==> config.mk <==
export PLATFORM = sky130hd
export DESIGN_NAME = rx_char_timeout
export DESIGN_NICKNAME = d
export VERILOG_FILES = /design/src/rtl/rct_pkg.sv /design/src/rtl/rct_datapath.sv /design/src/rtl/rct_ctrl.sv /design/src/rtl/rx_char_timeout.sv
export SDC_FILE = /design/constraint.sdc
export NUM_CORES = 1
export LEC_CHECK = 0
export BUFFER_PORTS_ARGS = -buffer_cell sky130_fd_sc_hd__clkbuf_2
export CORE_UTILIZATION = 50
export DETAILED_ROUTE_END_ITERATION = 6
export PLACE_DENSITY = 0.74
export REMOVE_ABC_BUFFERS = 1
export SYNTH_ARGS = -nofsm -noshare
export SYNTH_HDL_FRONTEND = slang
export SYNTH_SLANG_ARGS = --single-unit
==> constraint.sdc <==
create_clock -name clk -period 3.35 [get_ports clk]
set_clock_uncertainty 0.1 [all_clocks]
set_input_delay 0.67 -clock clk [delete_from_list [all_inputs] [get_ports clk]]
set_output_delay 0.67 -clock clk [all_outputs]
set_load 0.1 [all_outputs]
==> src/rtl/rct_pkg.sv <==
package rct_pkg;

  typedef struct packed {
    logic [1:0] wordLen;
    logic       parityEn;
    logic       stopTwo;
  } rctFormat_t;

  typedef struct packed {
    logic restart;
    logic advance;
  } rctStrobe_t;

  // Length of one character in half-bit units
  function automatic int unsigned halfBitsPerChar(rctFormat_t f);
    int unsigned bits;
    int unsigned stopHalves;
    bits = 1 + 5 + int'(f.wordLen) + (f.parityEn ? 1 : 0);
    if (!f.stopTwo)              stopHalves = 2;
    else if (f.wordLen == 2'b00) stopHalves = 3;
    else                         stopHalves = 4;
    return 2 * bits + stopHalves;
  endfunction

endpackage

==> src/rtl/rct_datapath.sv <==
module rct_datapath
  import rct_pkg::*;
#(
  parameter int OVERSAMPLE  = 16,
  parameter int CHAR_WINDOW = 4,
  parameter int CNT_W       = 10
) (
  input  logic       clk,
  input  logic       rstN,
  input  rctFormat_t format,
  input  rctStrobe_t strb,
  output logic       windowDone
);

  localparam int HALF_TICKS = OVERSAMPLE / 2;

  logic [CNT_W-1:0] idleCnt;
  logic [CNT_W-1:0] limit;

  always_comb begin
    limit      = CNT_W'(halfBitsPerChar(format) * HALF_TICKS * CHAR_WINDOW);
    windowDone = (idleCnt == limit - CNT_W'(1));
  end

  always_ff @(posedge clk) begin
    if (!rstN)             idleCnt <= '0;
    else if (strb.restart) idleCnt <= '0;
    else if (strb.advance && !windowDone) idleCnt <= idleCnt + CNT_W'(1);
  end

  p_restart_zero_r7: assert property (@(posedge clk) disable iff (!rstN)
    strb.restart |=> (idleCnt == '0));

  p_cnt_in_window_r4: assert property (@(posedge clk) disable iff (!rstN)
    !strb.restart |-> (idleCnt < limit));

  p_hold_without_tick_r12: assert property (@(posedge clk) disable iff (!rstN)
    (!strb.advance && !strb.restart) |=> $stable(idleCnt));

endmodule

==> src/rtl/rct_ctrl.sv <==
module rct_ctrl
  import rct_pkg::*;
(
  input  logic       clk,
  input  logic       rstN,
  input  logic       fifoEn,
  input  rctFormat_t format,
  input  logic       baudTick,
  input  logic       fifoPush,
  input  logic       fifoPop,
  input  logic       fifoNonEmpty,
  input  logic       rbrRead,
  input  logic       windowDone,
  output rctStrobe_t strb,
  output logic       timeoutPending
);

  logic       fifoEnQ;
  rctFormat_t formatQ;
  logic       cfgChange;
  logic       clearReq;

  always_ff @(posedge clk) begin
    if (!rstN) begin
      fifoEnQ <= 1'b0;
      formatQ <= '0;
    end else begin
      fifoEnQ <= fifoEn;
      formatQ <= format;
    end
  end

  always_comb begin
    cfgChange    = (fifoEn != fifoEnQ) || (format != formatQ);
    clearReq     = !fifoEn || cfgChange || rbrRead;
    strb.restart = fifoPush || fifoPop || !fifoNonEmpty || clearReq;
    strb.advance = baudTick && !strb.restart && !timeoutPending;
  end

  always_ff @(posedge clk) begin
    if (!rstN)                               timeoutPending <= 1'b0;
    else if (clearReq)                       timeoutPending <= 1'b0;
    else if (strb.advance && windowDone)     timeoutPending <= 1'b1;
  end

  p_off_when_disabled_r2: assert property (@(posedge clk) disable iff (!rstN)
    !fifoEn |=> !timeoutPending);

  p_rise_needs_idle_r3: assert property (@(posedge clk) disable iff (!rstN)
    $rose(timeoutPending) |-> $past(baudTick && fifoNonEmpty && !fifoPush && !fifoPop && !rbrRead));

  p_read_clears_r8: assert property (@(posedge clk) disable iff (!rstN)
    rbrRead |=> !timeoutPending);

  p_sticky_r9: assert property (@(posedge clk) disable iff (!rstN)
    (timeoutPending && !clearReq) |=> timeoutPending);

  p_cfg_clears_r10: assert property (@(posedge clk) disable iff (!rstN)
    cfgChange |=> !timeoutPending);

endmodule

==> src/rtl/rx_char_timeout.sv <==
module rx_char_timeout
  import rct_pkg::*;
#(
  parameter int OVERSAMPLE  = 16,
  parameter int CHAR_WINDOW = 4
) (
  input  logic       clk,
  input  logic       rstN,
  input  logic       fifoEn,
  input  logic [1:0] wordLen,
  input  logic       parityEn,
  input  logic       stopTwo,
  input  logic       baudTick,
  input  logic       fifoPush,
  input  logic       fifoPop,
  input  logic       fifoNonEmpty,
  input  logic       rbrRead,
  output logic       timeoutPending,
  output logic [3:0] intIdCode
);

  localparam int MAX_HALF_BITS = 24;
  localparam int MAX_WINDOW    = MAX_HALF_BITS * (OVERSAMPLE / 2) * CHAR_WINDOW;
  localparam int CNT_W         = $clog2(MAX_WINDOW + 1);
  localparam logic [3:0] TIMEOUT_CODE = 4'b1100;

  rctFormat_t format;
  rctStrobe_t strb;
  logic       windowDone;

  assign format = '{wordLen: wordLen, parityEn: parityEn, stopTwo: stopTwo};

  rct_ctrl u_ctrl (
    .clk            (clk),
    .rstN           (rstN),
    .fifoEn         (fifoEn),
    .format         (format),
    .baudTick       (baudTick),
    .fifoPush       (fifoPush),
    .fifoPop        (fifoPop),
    .fifoNonEmpty   (fifoNonEmpty),
    .rbrRead        (rbrRead),
    .windowDone     (windowDone),
    .strb           (strb),
    .timeoutPending (timeoutPending)
  );

  rct_datapath #(
    .OVERSAMPLE  (OVERSAMPLE),
    .CHAR_WINDOW (CHAR_WINDOW),
    .CNT_W       (CNT_W)
  ) u_dp (
    .clk        (clk),
    .rstN       (rstN),
    .format     (format),
    .strb       (strb),
    .windowDone (windowDone)
  );

  assign intIdCode = timeoutPending ? TIMEOUT_CODE : 4'b0000;

endmodule

; ---- Yosys cells after proc, flatten, opt, wreduce, memory -nomap -nowiden
; Cells that the tools add are included.
[word_totals]
reg_bits = 16
in_bits = 12
out_inout_bits = 5
[classes]
n_addsub = 5
n_eq_ne = 3
muxes = 4
bitwise_logic = 1
n_reduce_logical = 18
[ops]
columns = cell, n
row1 = 10-bit by 1-bit adder with 10-bit output (second input constant), 1
row2 = 10-bit equality test, 1
row3 = 10-bit by 1-bit subtractor with 10-bit output (second input constant), 1
row4 = 1-bit logical OR, 6
row5 = 3-bit two-way mux, 2
row6 = 5-bit adder, 1
row7 = 1-bit zero test, 5
row8 = 3-bit by 2-bit adder with 4-bit output (first input constant), 1
row9 = 4-bit adder, 1
row10 = 1-bit logical AND, 4
row11 = 4-bit two-way mux, 1
row12 = 4-bit inequality test, 1
row13 = 2-bit OR reduction, 2
row14 = 2-bit zero test, 1
row15 = 1-bit two-way mux, 1
row16 = 1-bit inequality test, 1
row17 = 1-bit inverter, 1

; ---- Longest topological paths before layout
[depth]
depth_word = 9
mapped_depth = 11

; ---- Cells and area by module
; From an unflattened synthesis, not the netlist that was laid out.
[unflattened]
cells_unflattened = 120
hier_area_um2 = 1083.5
[modules_own_cells]
columns = mod, n_inst, cells_per_inst, area_per_inst_um2
row1 = rct_datapath, 1, 89, 800.8
row2 = rct_ctrl, 1, 26, 249.0
row3 = rx_char_timeout, 1, 5, 33.8

; ---- Least setup slack after synthesis
; Ideal clock, no wire load.
[synth_timing]
path_type = in2reg
from = input port wordLen[0]
to = register u_dp.idleCnt[7]
t_arrival_ps = 3027
t_required_ps = 3129
path_slack_ps = 102
stages = 10
path_cell_list = ha_1 > inv_1 > ha_1 > fa_1 > or2_2 > a21oi_1 > o22ai_1 > a311oi_2 > and3_1 > mux2_4
[synth_between]
elab_chain_len = 9
word_cells_on_any_way = 19
classes_between = 4 x add/sub / 2 x eq/ne / 2 x mux / 11 x reduce/logical
[synth_rtl]
columns = element, line
row1 = "start, declared", rx_char_timeout.sv:10  ; input logic [1:0] wordLen,
row2 = "parallel branches: the longest is 9 deep, another holds 10-bit by 1-bit subtractor with 10-bit output", --
row3 = "end signal, assigned", rct_datapath.sv:28  ; else if (strb.advance && !windowDone) idleCnt <= idleCnt + CNT_W'(1);
row4 = "end, declared", rct_datapath.sv:17  ; logic [CNT_W-1:0] idleCnt;
; Parallel ways; which one is timed is not known.
; A chain may end at the register's enable or synchronous reset.

; ---- Worst setup path after layout
; Ends and elaborated chain as after synthesis.

==> results.json <==
{
  "portBuffers": 14,
  "grt_overflow": 0,
  "finalWirelength_um": 2320,
  "setup_tns_ps": 0,
  "cts.sinks": 16,
  "p_leak_uw": 0.000546,
  "drc": 0,
  "async_reset_ff_frac": 0,
  "die_x_um": 49.4,
  "dieArea_um2": 2440,
  "crit_path_max_incr_delay_ps": 530,
  "cts_tree": "done",
  "io_pins": 17,
  "slew_violations": 0,
  "status": "complete, no violations",
  "synth.distinct_cells": 44,
  "drtIter0Drc": 32,
  "grt_pass1_vias": 940,
  "ant_nets": 0,
  "p_total_uw": 423,
  "synthAdderAreaFrac": 0.0846,
  "synth_area_leaders": "dfxtp_1 29%, ha_1 6.7%, xor2_1 4.7%",
  "dieHeight_um": 49.4,
  "synth_area_um2": 1120,
  "area_growth_pct": 16.5,
  "hold_viol": 0,
  "clock_path_buffers": 2,
  "drive_above_1_share": 0.250,
  "dr.pass1.iters": 4,
  "ctsResizeCount": 0,
  "whs_ps": 400,
  "cp-end-kind": "register",
  "power.density_nw_per_um2": 323,
  "layout.nets": 172,
  "worst-path-stages": 11,
  "fmax_ghz": 0.315,
  "cp_slowest_cell": "fa_1",
  "yosysTopAreaCellShare": 0.285,
  "critical_path.startpoint": "wordLen[0]",
  "clock_latency_ps": 290,
  "ys.flop_type": "dfxtp_1",
  "grt_antenna_before_repair": 0,
  "n_antenna_cell": 0,
  "tightest_slew_ps": 546,
  "synth.area.mux_share": 0.0223,
  "setup_viol": 0,
  "stdcell_count": 179,
  "period_minus_slack_ps": 3180,
  "maxCapViolCount": 0,
  "vias": 1026,
  "synth_cells": 128,
  "crit_arrival_ps": 3270,
  "synth_xor_area_frac": 0.0980,
  "cts_max_level": 1,
  "path_class": "in2reg",
  "grt_first_pass_wirelength_um": 4000,
  "routabilityCongestion": 0.827,
  "synth_top_family_by_area": "simple AND/OR/NAND/NOR gates",
  "rsz0062_at_grt": "no",
  "core_area_um2": 2040,
  "crit_fanout": 4,
  "path_common_cell": "ha_1",
  "yosysTopAreaCell": "dfxtp_1",
  "crit_end": "u_dp.idleCnt[7]",
  "wl_per_cell_um": 13.0,
  "start_kind": "input pin",
  "period_share": 0.949,
  "syn_area_per_cell_um2": 8.78,
  "rr_worst_depth": 6,
  "cp_num_buf_inv": 2,
  "ir_drop_uv": 432,
  "synth_edf_count": 0,
  "cts_buffers": 3,
  "post-place-cells": 175,
  "ctsHoldBuffers": 0,
  "fp-row-count": 16,
  "relSlewSlack": 0.637,
  "r2r-start": "u_dp.idleCnt[8]",
  "hold_path.class": "reg2reg",
  "reg2reg_to": "u_dp.idleCnt[7]",
  "initial_core_util": 0.550,
  "vias_per_cell": 5.73,
  "seq_area_frac_synth": 0.285,
  "synth_compound_area_frac": 0.193,
  "grtUsageTotal": 0.212,
  "grt_max_degree": 12,
  "crit_path_cell_trace": "clkbuf_2, ha_1, inv_1, ha_1, fa_1, or2_2, a21oi_1, o22ai_1, a311oi_2, and3_1, mux2_4",
  "post-cts-setup-buffer-count": 0,
  "r2r_setup_slack_ps": 1120,
  "dp_hpwl_um": 1820,
  "crit_family": "adder cells",
  "synth-warning-count": 0,
  "synth-seq-cells": 16,
  "synth_simple_gate_area_share": 0.247,
  "worstPathRequired_ps": 3440,
  "clk_pin_slew_ps": 100,
  "root_buffer": "clkbuf_4"
}
cell type report:
type,count,area [µm²]
clock buffer,4,36.3
fill,178,733
inverter,11,41.3
multi-input combinational,97,732
sequential,16,320
tap,27,33.8
timing repair buffer,24,145
sequential cells by signal, summed over array words and instances (netlist names):
name                   count
u_dp.idleCnt              10
u_ctrl.formatQ             4
u_ctrl.fifoEnQ             1
u_ctrl.timeoutPending      1
worst min-delay path, cell delays in order, from the launching register on:
cell and delay, ps:
dfxtp_1 330, o21ai_0 70, a21oi_1 60
stage by stage:
step	setup WS (ps)	instance area [µm²]	util
after floorplan	-140	1090	-
after global placement	-40.6	1270	0.623
after detailed placement	-112	1270	0.623
after CTS	178	1310	0.641
after global routing	19.4	1310	0.641
final	172	1310	0.641
kinds of logic (layout without fill, tap and decap cells):
group / Yosys count / in the layout
compound gates: 28 / 28
xor+xnor: 11 / 11
fa+ha+maj: 7 / 7
buf+inv: 16 / 39
flops: 16 / 16
mux: 2 / 2
other cells: 1 / 2
simple gates: 47 / 47
metal layers:
layer,vias to the layer above,track usage,share of wire
met5,-,0,0
met4,0,0.0333,0.018
met3,6,0.0654,0.047
met2,32,0.365,0.47
met1,478,0.263,0.47
li1,510,-,-
power by group:
group          switching, µW  total, µW  internal (µW)
registers               1.16        194            193
logic                   56.3       99.0           42.7
clock network           63.2        130           66.3
total                    121        423            302
how the worst min path moves through the flow:
| stage | start | endpoint | slack [ps] | cells after the start |
|---|---|---|---|---|
| 2_1_floorplan | u_dp.idleCnt[9] | u_dp.idleCnt[9] | 360 | 2 |
| 3_3_place_gp | u_dp.idleCnt[9] | u_dp.idleCnt[9] | 370 | 2 |
| 5_1_grt | u_dp.idleCnt[9] | u_dp.idleCnt[9] | 440 | 2 |
| 4_1_cts | u_dp.idleCnt[9] | u_dp.idleCnt[9] | 400 | 2 |
| 6_report | u_dp.idleCnt[9] | u_dp.idleCnt[9] | 400 | 2 |
| 3_5_place_dp | u_dp.idleCnt[9] | u_dp.idleCnt[9] | 380 | 2 |
cell usage after synthesis, types with 2 or more instances:
| master | number |
|---|---|
| o311a_1 | 2 |
| or3_1 | 4 |
| and2_1 | 5 |
| a31oi_1 | 3 |
| nand4_1 | 4 |
| and4_1 | 2 |
| inv_1 | 11 |
| nor3b_1 | 2 |
| and3_1 | 4 |
| nand2_1 | 4 |
| nor2_1 | 8 |
| nand3_1 | 6 |
| xnor2_1 | 4 |
| nor3_2 | 2 |
| o21ai_0 | 5 |
| ha_1 | 6 |
| a21oi_1 | 6 |
| xor2_1 | 6 |
| buf_4 | 4 |
| dfxtp_1 | 16 |
placed cells by master (no fill, tap or decap), types with 2 or more instances in the layout:
master     n
xor2_1     6
clkbuf_2  14
o21ai_0    5
and4_1     2
nor3b_1    2
or3_1      4
o311a_1    2
conb_1     2
nor2_1     8
clkbuf_4   3
nand3_1    6
and3_1     4
xnor2_1    4
ha_1       6
nand4_1    4
and2_1     5
nand2_1    4
a31oi_1    3
inv_1     11
a21oi_1    6
buf_4     10
dfxtp_1   16
nor3_2     2
Power figures use the tool's default switching activity.
